<file path="src/rtl/rotsh_pkg.sv">
package rotsh_pkg;

  localparam int RS_DW = 8;

  typedef enum logic [2:0] {
    OP_RLC  = 3'd0,
    OP_RRC  = 3'd1,
    OP_RL   = 3'd2,
    OP_RR   = 3'd3,
    OP_SLA  = 3'd4,
    OP_SRA  = 3'd5,
    OP_SRL  = 3'd6,
    OP_PASS = 3'd7
  } rs_op_e;

  typedef enum logic [1:0] {
    RS_IDLE  = 2'd0,
    RS_READ  = 2'd1,
    RS_WRITE = 2'd2,
    RS_DONE  = 2'd3
  } rs_state_e;

  typedef struct packed {
    logic [RS_DW-1:0] data;
    logic             cy;
  } rs_shift_t;

  // One-bit rotate/shift: result and outgoing bit
  function automatic rs_shift_t rs_shift(rs_op_e op, logic [RS_DW-1:0] d, logic cin);
    rs_shift_t r;
    unique case (op)
      OP_RLC:  r = '{data: {d[RS_DW-2:0], d[RS_DW-1]}, cy: d[RS_DW-1]};
      OP_RRC:  r = '{data: {d[0], d[RS_DW-1:1]},       cy: d[0]};
      OP_RL:   r = '{data: {d[RS_DW-2:0], cin},        cy: d[RS_DW-1]};
      OP_RR:   r = '{data: {cin, d[RS_DW-1:1]},        cy: d[0]};
      OP_SLA:  r = '{data: {d[RS_DW-2:0], 1'b0},       cy: d[RS_DW-1]};
      OP_SRA:  r = '{data: {d[RS_DW-1], d[RS_DW-1:1]}, cy: d[0]};
      OP_SRL:  r = '{data: {1'b0, d[RS_DW-1:1]},       cy: d[0]};
      default: r = '{data: d,                          cy: 1'b0};
    endcase
    return r;
  endfunction

  // Even parity: 1 when the number of ones is even
  function automatic logic rs_even_parity(logic [RS_DW-1:0] d);
    return ~(^d);
  endfunction

endpackage

</file>
<file path="src/rtl/rotsh_shifter.sv">
module rotsh_shifter
  import rotsh_pkg::*;
(
  input  logic [2:0]       op_i,
  input  logic [RS_DW-1:0] data_i,
  input  logic             cin_i,
  output logic [RS_DW-1:0] data_o,
  output logic             cout_o
);
  rs_shift_t sh;

  always_comb begin
    sh     = rs_shift(rs_op_e'(op_i), data_i, cin_i);
    data_o = sh.data;
    cout_o = sh.cy;
  end
endmodule

</file>
<file path="src/rtl/rotsh_flagmerge.sv">
module rotsh_flagmerge
  import rotsh_pkg::*;
#(
  parameter int S_BIT = 7,
  parameter int Z_BIT = 6,
  parameter int H_BIT = 4,
  parameter int P_BIT = 2,
  parameter int N_BIT = 1,
  parameter int C_BIT = 0
) (
  input  logic [7:0]       flags_i,
  input  logic [RS_DW-1:0] res_i,
  input  logic             cout_i,
  input  logic             szp_i,
  output logic [7:0]       flags_o
);
  always_comb begin
    flags_o        = flags_i;
    flags_o[H_BIT] = 1'b0;
    flags_o[N_BIT] = 1'b0;
    flags_o[C_BIT] = cout_i;
    if (szp_i) begin
      flags_o[S_BIT] = res_i[RS_DW-1];
      flags_o[Z_BIT] = (res_i == '0);
      flags_o[P_BIT] = rs_even_parity(res_i);
    end
  end
endmodule

</file>
<file path="src/rtl/rotsh_unit.sv">
module rotsh_unit
  import rotsh_pkg::*;
#(
  parameter int S_BIT = 7,
  parameter int Z_BIT = 6,
  parameter int H_BIT = 4,
  parameter int P_BIT = 2,
  parameter int N_BIT = 1,
  parameter int C_BIT = 0
) (
  input  logic [2:0]       op_i,
  input  logic [RS_DW-1:0] data_i,
  input  logic [7:0]       flags_i,
  input  logic             szp_i,
  output logic [RS_DW-1:0] data_o,
  output logic [7:0]       flags_o
);
  logic cout;

  rotsh_shifter u_sh (
    .op_i   (op_i),
    .data_i (data_i),
    .cin_i  (flags_i[C_BIT]),
    .data_o (data_o),
    .cout_o (cout)
  );

  rotsh_flagmerge #(
    .S_BIT(S_BIT), .Z_BIT(Z_BIT), .H_BIT(H_BIT),
    .P_BIT(P_BIT), .N_BIT(N_BIT), .C_BIT(C_BIT)
  ) u_fm (
    .flags_i (flags_i),
    .res_i   (data_o),
    .cout_i  (cout),
    .szp_i   (szp_i),
    .flags_o (flags_o)
  );
endmodule

</file>
<file path="src/rtl/rotsh_rmw_ctrl.sv">
module rotsh_rmw_ctrl
  import rotsh_pkg::*;
#(
  parameter int AW    = 8,
  parameter int CNT_W = 16
) (
  input  logic             clk,
  input  logic             rst_n,
  input  logic             start_i,
  input  logic [2:0]       op_i,
  input  logic [AW-1:0]    addr_i,
  input  logic [7:0]       flags_i,
  input  logic [RS_DW-1:0] rdata_i,
  input  logic [RS_DW-1:0] calc_res_i,
  input  logic [7:0]       calc_flags_i,
  output logic [2:0]       calc_op_o,
  output logic [RS_DW-1:0] calc_data_o,
  output logic [7:0]       calc_flags_o,
  output logic             busy_o,
  output logic             rd_o,
  output logic             wr_o,
  output logic             done_o,
  output logic [AW-1:0]    addr_o,
  output logic [RS_DW-1:0] wdata_o,
  output logic [7:0]       flags_o,
  output logic [CNT_W-1:0] rd_cnt_o,
  output logic [CNT_W-1:0] wr_cnt_o
);
  rs_state_e state, state_nx;

  // named events
  logic take_ev, rd_fire, wr_fire;
  assign take_ev = start_i && (state == RS_IDLE);
  assign rd_fire = (state == RS_READ);
  assign wr_fire = (state == RS_WRITE);

  always_comb begin
    unique case (state)
      RS_IDLE:  state_nx = start_i ? RS_READ : RS_IDLE;
      RS_READ:  state_nx = RS_WRITE;
      RS_WRITE: state_nx = RS_DONE;
      default:  state_nx = RS_IDLE;
    endcase
  end

  always_ff @(posedge clk or negedge rst_n) begin
    if (!rst_n) begin
      state        <= RS_IDLE;
      calc_op_o    <= '0;
      addr_o       <= '0;
      calc_flags_o <= '0;
      calc_data_o  <= '0;
      flags_o      <= '0;
      rd_cnt_o     <= '0;
      wr_cnt_o     <= '0;
    end else begin
      state <= state_nx;
      if (take_ev) begin
        calc_op_o    <= op_i;
        addr_o       <= addr_i;
        calc_flags_o <= flags_i;
      end
      if (rd_fire) begin
        calc_data_o <= rdata_i;
        rd_cnt_o    <= rd_cnt_o + CNT_W'(1);
      end
      if (wr_fire) begin
        flags_o  <= calc_flags_i;
        wr_cnt_o <= wr_cnt_o + CNT_W'(1);
      end
    end
  end

  assign busy_o  = (state != RS_IDLE);
  assign rd_o    = rd_fire;
  assign wr_o    = wr_fire;
  assign done_o  = (state == RS_DONE);
  assign wdata_o = calc_res_i;
endmodule

</file>
<file path="src/rtl/rotsh_top.sv">
module rotsh_top
  import rotsh_pkg::*;
#(
  parameter int AW    = 8,
  parameter int CNT_W = 16,
  parameter int S_BIT = 7,
  parameter int Z_BIT = 6,
  parameter int H_BIT = 4,
  parameter int P_BIT = 2,
  parameter int N_BIT = 1,
  parameter int C_BIT = 0
) (
  input  logic             clk,
  input  logic             rst_n,
  input  logic [7:0]       acc_data_i,
  input  logic [2:0]       acc_op_i,
  input  logic [7:0]       acc_flags_i,
  input  logic             acc_szp_i,
  output logic [7:0]       acc_data_o,
  output logic [7:0]       acc_flags_o,
  input  logic             mem_start_i,
  input  logic [2:0]       mem_op_i,
  input  logic [AW-1:0]    mem_addr_i,
  input  logic [7:0]       mem_flags_i,
  input  logic [7:0]       mem_rdata_i,
  output logic             mem_busy_o,
  output logic             mem_rd_o,
  output logic             mem_wr_o,
  output logic             mem_done_o,
  output logic [AW-1:0]    mem_addr_o,
  output logic [7:0]       mem_wdata_o,
  output logic [7:0]       mem_flags_o,
  output logic [CNT_W-1:0] rd_count_o,
  output logic [CNT_W-1:0] wr_count_o
);
  logic [2:0]       m_op;
  logic [RS_DW-1:0] m_data, m_res;
  logic [7:0]       m_fin, m_fout;

  rotsh_unit #(
    .S_BIT(S_BIT), .Z_BIT(Z_BIT), .H_BIT(H_BIT),
    .P_BIT(P_BIT), .N_BIT(N_BIT), .C_BIT(C_BIT)
  ) u_acc (
    .op_i    (acc_op_i),
    .data_i  (acc_data_i),
    .flags_i (acc_flags_i),
    .szp_i   (acc_szp_i),
    .data_o  (acc_data_o),
    .flags_o (acc_flags_o)
  );

  rotsh_unit #(
    .S_BIT(S_BIT), .Z_BIT(Z_BIT), .H_BIT(H_BIT),
    .P_BIT(P_BIT), .N_BIT(N_BIT), .C_BIT(C_BIT)
  ) u_mem (
    .op_i    (m_op),
    .data_i  (m_data),
    .flags_i (m_fin),
    .szp_i   (1'b1),
    .data_o  (m_res),
    .flags_o (m_fout)
  );

  rotsh_rmw_ctrl #(.AW(AW), .CNT_W(CNT_W)) u_ctrl (
    .clk          (clk),
    .rst_n        (rst_n),
    .start_i      (mem_start_i),
    .op_i         (mem_op_i),
    .addr_i       (mem_addr_i),
    .flags_i      (mem_flags_i),
    .rdata_i      (mem_rdata_i),
    .calc_res_i   (m_res),
    .calc_flags_i (m_fout),
    .calc_op_o    (m_op),
    .calc_data_o  (m_data),
    .calc_flags_o (m_fin),
    .busy_o       (mem_busy_o),
    .rd_o         (mem_rd_o),
    .wr_o         (mem_wr_o),
    .done_o       (mem_done_o),
    .addr_o       (mem_addr_o),
    .wdata_o      (mem_wdata_o),
    .flags_o      (mem_flags_o),
    .rd_cnt_o     (rd_count_o),
    .wr_cnt_o     (wr_count_o)
  );
endmodule

</file>
<file path="config.mk">
export PLATFORM = sky130hd
export DESIGN_NAME = rotsh_top
export DESIGN_NICKNAME = d
export VERILOG_FILES = /design/src/rtl/rotsh_pkg.sv /design/src/rtl/rotsh_shifter.sv /design/src/rtl/rotsh_flagmerge.sv /design/src/rtl/rotsh_unit.sv /design/src/rtl/rotsh_rmw_ctrl.sv /design/src/rtl/rotsh_top.sv
export SDC_FILE = /design/constraint.sdc
export NUM_CORES = 1
export LEC_CHECK = 0
export CAP_MARGIN = 40
export CORE_ASPECT_RATIO = 0.5
export CORE_UTILIZATION = 49
export DETAILED_ROUTE_END_ITERATION = 16
export PLACE_DENSITY = 0.95
export RECOVER_POWER = 25
export SYNTH_ARGS = -nofsm -noshare
export SYNTH_HDL_FRONTEND = slang
export SYNTH_SLANG_ARGS = --single-unit
</file>
<file path="constraint.sdc">
create_clock -name clk -period 8.36 [get_ports clk]
set_clock_uncertainty 0.15 [all_clocks]
set_input_delay 1.672 -clock clk [delete_from_list [all_inputs] [get_ports clk]]
set_output_delay 1.672 -clock clk [all_outputs]
set_load 0.02 [all_outputs]
</file>
==> qor.csv <==
metric;value;unit
outcome;finished with violations;
failing checks;max-capacitance violations, max-slew violations;
GR Overflow Total;0;
Synthesis Warnings;0;
Clk Latency, worst-skew pair;0.32;ns
hold_buf cts;0;
unrepaired setup endpoints after global routing;false;
clk sinks;62;
total wire length;7720;microns
Cell Pwr Density;375;nW/um^2
synthesized cell area;3480;sq um
Die W;121;microns
Initial DRC Count;78;
worst path bufs/invs;2;
TritonCTS Buffers;9;
dpl cells;505;
Post-CTS Setup Inserts;0;
type of the worst min-delay path;flip-flop to flip-flop;
GPL Wtd Cong;0.830;
critical path startpoint category;input port;
commonest non-fill, non-tap cells in the layout;102 x clkdlybuf4s50_1, 62 x dfrtp_1, 30 x mux2_2;
DR vias;2727;
fraction of layout instances using a drive strength above 1;13.1;%
largest net degree at the start of global routing;63;
hold_sp;u_ctrl.wr_cnt_o[15];
Worst VDD drop;0.000291;V
All-Layer GR Usage;21.6;%
vias per cell;5.23;
Period Utilization, post-route;79.3;%
first-pass GRT wire length;12200;microns
Post-synth ARST share;100;%
Yosys cell types;47;
post-cts resize count;0;
Synth area leaders;dfrtp_1 45%, mux2_2 9.7%, xnor2_1 7.3%;
reg2reg start;u_ctrl.calc_op_o[2];
CP delay by family, top;buffers and inverters;
IO Port Bufs;110;
I/O pin cnt;126;
Rows;21;
Max stage delay on crit path;0.76;ns
Worst EP required;6.54;ns
top cell type's share of synthesized area;44.6;%
number of remaining DRC errors;0;
HPWL Detailed;5460;microns
die height;61.6;microns
WS Path Type;input port to output port;
CP cell instances;clkdlybuf4s50_1 > nand2b_1 > o311ai_0 > o21ai_0 > ha_1 > xnor2_1 > xnor2_1 > mux2_2 > clkdlybuf4s50_1;
Die ar.;7460;sq um
ant diodes;0;
Clk Tree Root Cell;clkbuf_16;
htree depth;3;
MaxCap Viol Count;1;
worst slack, placed;1.69;ns
Pleak;2.06;nW
Final Setup Violations;0;
Slowest-stage cell, CP;clkdlybuf4s50_1;
effective utilization at floorplan;51.3;%
Setup crit end kind;output port;
post-layout min period;6.63;ns
worst setup margin;1.73;ns
syn_area_per_cell;11.0;sq um
Rel. slew slack;-115;%
Max Clock Freq;151;MHz
Yosys top cell by area;dfrtp_1;
Worst-Margin Slew;3.23;ns
register area share after synthesis;44.6;%
CTS tree;yes;
WL/cell;14.8;microns
Pre-antenna DRT Iters;4;
crit path launch;acc_op_i[0];
setup_tns;0;ns
most common cell after layout, fill and taps aside;clkdlybuf4s50_1;
total core area;6780;sq um
Layout Nets;488;
initial antenna violation count;0;
clock buffer depth;2;
number of enable flip-flop cells after synthesis;0;
crit path max fanout;19;
post-route ant nets;0;
Non-Filler Instances;521;
number of synthesized register bits;62;
Post-Synthesis Cells;317;
vias in the first global route;2507;
Fin. Hold Viols;0;
clock-pin slew on the worst setup and hold paths;0.05;ns
Worst EP arrival;4.81;ns
top_reg_cell synth;dfrtp_1;
Slew Limit Fails;63;
Area growth syn-to-layout;41.4;%
-- report_power, final --
group          total (W)  internal [W]  switching, W
Clock           0.000404      0.000277      0.000128
Combinational   0.000930      0.000483      0.000447
Sequential      0.000511      0.000403      0.000108
Total            0.00185       0.00116      0.000683
-- per-layer routing --
metal	wire length, microns	global-route usage [%]	vias to the layer above
li1	-	-	1323
met5	0	0	-
met2	3910	39.4	79
met3	429	5.56	4
met1	3300	25.6	1321
met4	78	7.94	0
-- flip-flops by register name, indices dropped and copies added, names as in the netlist --
name	cells
u_ctrl.wr_cnt_o	16
u_ctrl.rd_cnt_o	16
u_ctrl.addr_o	8
u_ctrl.calc_data_o	8
u_ctrl.state	2
u_ctrl.flags_o	6
u_ctrl.calc_op_o	3
u_ctrl.calc_flags_o	3
-- layout make-up --
type                    count  area (sq um)
inverters                  14          52.6
flip-flops and latches     62          1550
multi-input cells         226          1770
clock inverters             5          81.3
well taps                  92           115
fillers                   484          1860
clock buffers              11           253
repair buffers            111          1100
-- worst register-to-register path: cells and delay by family, from the launching register on --
kind / cells / cell delay, ns
and+or+nand+nor: 3 / 0.99
muxes: 1 / 0.26
adders and majority gates: 1 / 0.29
xor gates and xnor gates: 2 / 0.31
DFF: 1 / 0.45
AOI/OAI and AO/OA: 1 / 0.15
-- cells by family (layout without fill, tap and decap cells) --
| logic type | after synthesis | count (layout) | share of synthesized area (%) |
|---|---|---|---|
| and+or+nand+nor | 91 | 91 | 14.5 |
| DFF | 62 | 62 | 44.6 |
| muxes | 38 | 38 | 12.0 |
| adders and majority gates | 14 | 14 | 5.03 |
| xor gates and xnor gates | 37 | 37 | 9.85 |
| other | 1 | 4 | 0.108 |
| AOI/OAI and AO/OA | 42 | 42 | 9.13 |
| buffers and inverters | 32 | 141 | 4.78 |
-- synth_stat cells, drive strengths merged, types with 5 or more instances --
library cell and instances:
and3 5, nor2 12, nand3 13, or3 5, nand2b 8, nand4 8, mux2i 8, inv 14
xor2 7, buf 15, xnor2 30, o21a 7, o21ai 12, ha 14, nand2 23, mux2 30
dfrtp 62
-- final timing paths --
path / cells after the start / slack, ns / end
setup / recovery: 9 / 1.73 / acc_flags_o[2]
hold reg to reg: 1 / 0.32 / u_ctrl.wr_cnt_o[15]
max in group asynchronous: 2 / 3.86 / u_ctrl.flags_o[2]
min in group asynchronous: 2 / 2.36 / u_ctrl.wr_cnt_o[14]
hold / removal: 1 / 0.32 / u_ctrl.wr_cnt_o[15]
setup reg to reg: 8 / 5.65 / u_ctrl.flags_o[2]
-- metrics by stage --
step / total power, W / utilization (%) / instance area (sq um) / hold slack, ns
after floorplan: 0.00110 / - / 3490 / 0.324
after global placement: 0.00141 / 67.8 / 4600 / 0.311
after detailed placement: 0.00144 / 67.8 / 4600 / 0.313
after CTS: 0.00186 / 72.7 / 4930 / 0.324
after global routing: 0.00195 / 72.6 / 4920 / 0.351
final: 0.00185 / 72.6 / 4920 / 0.317
No activity file was read; power rests on OpenSTA's default activity.
